$ cat config.mk
export PLATFORM = sky130hd
export DESIGN_NAME = txf_fault_out
export DESIGN_NICKNAME = d
export VERILOG_FILES = /design/src/rtl/txf_pkg.sv /design/src/rtl/txf_alarm_gate.sv /design/src/rtl/txf_hold_flag.sv /design/src/rtl/txf_fault_out.sv
export SDC_FILE = /design/constraint.sdc
export NUM_CORES = 1
export LEC_CHECK = 0
export ABC_AREA = 1
export CORE_AREA = 2 2 39 41
export CTS_BUF_LIST = sky130_fd_sc_hd__clkbuf_4
export DETAILED_ROUTE_END_ITERATION = 10
export DIE_AREA = 0 0 41 43
export SYNTH_ARGS = -nofsm -noshare
export SYNTH_HDL_FRONTEND = slang
export SYNTH_SLANG_ARGS = --single-unit
$ cat constraint.sdc
create_clock -name clk -period 1.7 [get_ports clk]
set_clock_uncertainty 0.2 [all_clocks]
set_input_delay 0.255 -clock clk [delete_from_list [all_inputs] [get_ports clk]]
set_output_delay 0.255 -clock clk [all_outputs]
set_load 0.01 [all_outputs]
$ cat src/rtl/txf_pkg.sv
package txf_pkg;

  // Output level as the supply, disable and fault state decide it.
  function automatic logic fault_level(input logic supply_good,
                                       input logic tx_disabled,
                                       input logic any_fault);
    if (!supply_good)      return 1'b1;
    else if (tx_disabled)  return 1'b0;
    else                   return any_fault;
  endfunction

  // Next value of a held flag: a release wins over a set.
  function automatic logic hold_next(input logic cur,
                                     input logic release_now,
                                     input logic set_now);
    if (release_now)  return 1'b0;
    else if (set_now) return 1'b1;
    else              return cur;
  endfunction

endpackage

$ cat src/rtl/txf_alarm_gate.sv
module txf_alarm_gate #(
  parameter int WIDTH = 4
) (
  input  logic [WIDTH-1:0] alarm,
  input  logic [WIDTH-1:0] enable,
  output logic             any_active
);
  logic [WIDTH-1:0] gated;

  for (genvar i = 0; i < WIDTH; i++) begin : g_bit
    assign gated[i] = alarm[i] & enable[i];
  end

  assign any_active = |gated;
endmodule

$ cat src/rtl/txf_hold_flag.sv
module txf_hold_flag (
  input  logic clk,
  input  logic rst_n,
  input  logic release_now,
  input  logic set_now,
  output logic q
);
  import txf_pkg::*;

  always_ff @(posedge clk or negedge rst_n) begin
    if (!rst_n) q <= 1'b0;
    else        q <= hold_next(q, release_now, set_now);
  end
endmodule

$ cat src/rtl/txf_fault_out.sv
module txf_fault_out #(
  parameter int N_CONV = 4,
  parameter int N_QT   = 2
) (
  input  logic              clk,
  input  logic              rst_n,
  input  logic              supply_ok,
  input  logic [N_CONV-1:0] conv_alarm,
  input  logic [N_CONV-1:0] conv_en,
  input  logic [N_QT-1:0]   qt_alarm,
  input  logic [N_QT-1:0]   qt_en,
  input  logic              shdn_alarm,
  input  logic              shdn_en,
  input  logic              hold_en,
  input  logic              fault_clr,
  input  logic              txdis_pin,
  input  logic              txdis_sw,
  output logic              tx_fault
);
  import txf_pkg::*;

  // Named internal events, also seen by the bound checker.
  logic conv_any;
  logic qt_any;
  logic live_any;
  logic shdn_live;
  logic txdis_any;
  logic hold_release;
  logic shdn_release;
  logic hold_q;
  logic shdn_q;

  txf_alarm_gate #(.WIDTH(N_CONV)) u_conv_gate (
    .alarm      (conv_alarm),
    .enable     (conv_en),
    .any_active (conv_any)
  );

  txf_alarm_gate #(.WIDTH(N_QT)) u_qt_gate (
    .alarm      (qt_alarm),
    .enable     (qt_en),
    .any_active (qt_any)
  );

  assign live_any     = conv_any | qt_any;
  assign shdn_live    = shdn_alarm & shdn_en;
  assign txdis_any    = txdis_pin | txdis_sw;
  assign shdn_release = !supply_ok | txdis_any;
  assign hold_release = shdn_release | fault_clr;

  txf_hold_flag u_fault_hold (
    .clk         (clk),
    .rst_n       (rst_n),
    .release_now (hold_release),
    .set_now     (hold_en & live_any),
    .q           (hold_q)
  );

  txf_hold_flag u_shdn_hold (
    .clk         (clk),
    .rst_n       (rst_n),
    .release_now (shdn_release),
    .set_now     (shdn_live),
    .q           (shdn_q)
  );

  assign tx_fault = fault_level(supply_ok, txdis_any,
                                live_any | shdn_live | hold_q | shdn_q);
endmodule

==> flow_summary.ini <==
[synthesis]
syn-num-nets = 46
ys_async_sr_fraction_pct = 100
synthCells = 25
ys_seq_area_share_pct = 33.6
ys_ff_latch = 2
synth_common_cells = 14 x nand2_1, 2 x dfrtp_1, 2 x inv_1, 2 x nor2_1
yosysTopAreaCellShare_pct = 35.3
synth-edff-count = 0
synth-main-ff-cell = dfrtp_1
yosys.cell_count.top_type = nand2_1
ys_types = 9
synth_warnings = 0
synth.area.top_cells = nand2_1 35%, dfrtp_1 34%, a21oi_2 5.9%
netlist_area_sq_um = 149
synth.avg_cell_area_sq_um = 5.96
yosys.area.top_type = nand2_1

[die]
dieArea_sq_mm = 0.00176
io-pin-count = 22
dieHeight_microns = 43
design.core.area_sq_mm = 0.00138
initial_core_util_pct = 10.8
fp.dieW_microns = 41
num_rows = 14

[final_layout]
nFillCells = 160
multiInputGateArea_sq_um = 97.6
num-nets-final = 73
drive_above_1_share_pct = 16.0
num_antenna_cells = 0
register_area_sq_um = 50.0
postLayoutCoreUtil_pct = 31.8
areaGrowthSynthToFinish_pct = 196

[setup_path]
critPathRequiredTime_ns = 1.24
critPathBufInv = 1
cp-end-kind = primary output
critPathArrivalTime_ns = 1.09
critPathLaunchType = register
path_cells = a21oi_2 > nand2_1 > o21ai_1 > nand2_1 > buf_2
r2r-end = u_shdn_hold.q$_DFFE_PN0P_
crit_type = reg2out
worst_path_most_repeated_cell = nand2_1
crit_slowest_cell = dfrtp_1
endpoint = tx_fault
cpLargestDelayFamily = flip-flops
path_max_fanout = 2
cpPeakStageDelay_ns = 0.36
r2r_setup_slack_ns = 0.84
critPathLaunch = u_shdn_hold.q$_DFFE_PN0P_
r2r-start = u_shdn_hold.q$_DFFE_PN0P_
path_depth = 5
reg2regPathDepth = 2

[detailed_routing]
vias = 238
post_drt_wl_per_cell_microns = 7.86
drtPass1Iterations = 2
wirelength_microns = 519
ant_nets = 0
via_per_inst = 3.61
drt_iter0_drc = 5
drc = 0

[timing]
max_slew_margin_pct = 91.4
setup_tns_ns = 0
slew_viol_final = 0
rsz0062_at_grt = no
fin_crit_ns = 1.54
setup_viol = 0
hold_viol_final = 0
max_freq_mhz = 649
worst_pin_slew_ns = 0.128
fin_crit_sh_pct = 90.6

[cts]
numCtsBuffers = 3
clkLatencyLatePin_ns = 0.22
cts_tree = yes
cts.clk_slew.worst_paths_ns = 0.03
h-tree-depth = 1
clkSinkCount = 2
clock-root-buffer = clkbuf_4
clk_path_buf_depth = 2

[power_and_ir_drop]
power_density_mw_per_mm2 = 488
power_leakage_nw = 0.297
total_power_mw = 0.215
peakVddDrop_mv = 0.180

[grt]
grt_pass1_vias = 212
grt_pass1_wl_microns = 717
grt_max_degree = 3
overflow = 0
track_usage_pct = 6.41
antenna_found_initial = 0

[run_status]
run_status = finished clean

[job]
drv_cap = 0

[worst_hold_path]
min_path_type = in2reg

[placed_design]
routabilityCongestion = 0.514
portBuffers = 21
-- final cells by class --
cell class | count | area share (%)
repair buffers | 22 | 55.1
flip-flops and latches | 2 | 11.4
clock buffers | 3 | 5.11
inverters | 2 | 1.70
well taps | 16 | 4.55
multi-input cells | 21 | 22.2
-- worst min-delay path, cell delays in order --
cell and delay (ns):
dlymetal6s2s_1 0.10, a21oi_2 0.06, nor2_1 0.07
-- sequential cells by signal (all words and copies together), names as in the netlist --
name and flops:
u_fault_hold.q 1, u_shdn_hold.q 1
-- worst min path at each step --
stage,cells after the start,from,to,slack [ns]
floorplan,0,rst_n,u_fault_hold.q$_DFFE_PN0P_,-0.24
global placement,1,rst_n,u_shdn_hold.q$_DFFE_PN0P_,0.23
detailed placement,1,rst_n,u_shdn_hold.q$_DFFE_PN0P_,0.23
CTS,2,u_shdn_hold.q$_DFFE_PN0P_,u_shdn_hold.q$_DFFE_PN0P_,0.29
global route,3,shdn_alarm,u_shdn_hold.q$_DFFE_PN0P_,0.13
finish,3,shdn_alarm,u_shdn_hold.q$_DFFE_PN0P_,0.11
-- cell families (layout without fill, tap and decap cells) --
family,after synthesis,in the layout,share of synthesized area [%]
compound gates,3,3,12.6
buf+inv,2,27,5.04
flops,2,2,33.6
simple gates,18,18,48.7
-- routing by layer --
layer	part of all wire, %	routed length (microns)	global-route usage [%]
met5	0	0	0
met4	0	0	6.00
met3	15	79	3.66
met2	46	239	8.44
met1	39	201	6.69
-- placed cells by master, fill, tap and decap left out --
master,n
clkdlybuf4s50_1,6
dlygate4sd3_1,1
buf_2,1
nor2_2,1
nand2_1,13
dlymetal6s2s_1,12
or2_0,1
inv_1,2
nand2_2,1
clkbuf_4,3
o21ai_1,1
dlygate4sd2_1,2
a21oi_2,2
dfrtp_1,2
nor2_1,2
-- power breakdown --
group	switching, mW	internal [mW]
Clock	0.0254	0.0777
Combinational	0.0192	0.0435
Sequential	0.000304	0.0488
Total	0.0449	0.170
-- metrics by stage --
| stage | hold slack (ns) | cell area (sq um) | instances | setup slack (ns) |
|---|---|---|---|---|
| floorplan | -0.241 | 149 | 25 | 0.498 |
| global placement | 0.229 | 379 | 62 | -0.342 |
| detailed placement | 0.228 | 379 | 62 | -0.339 |
| CTS | 0.291 | 408 | 66 | 0.00104 |
| global route | 0.129 | 440 | 66 | 0.0757 |
| finish | 0.109 | 440 | 66 | 0.159 |
-- timing repair --
action,in CTS,in global routing
gates resized for setup,7,13
setup buffers,0,0
setup endpoints to repair,1,1
hold endpoints to repair,2,0
hold buffers,1,0
pin swaps,5,13
Note: power is estimated with default switching activity, not from simulation.
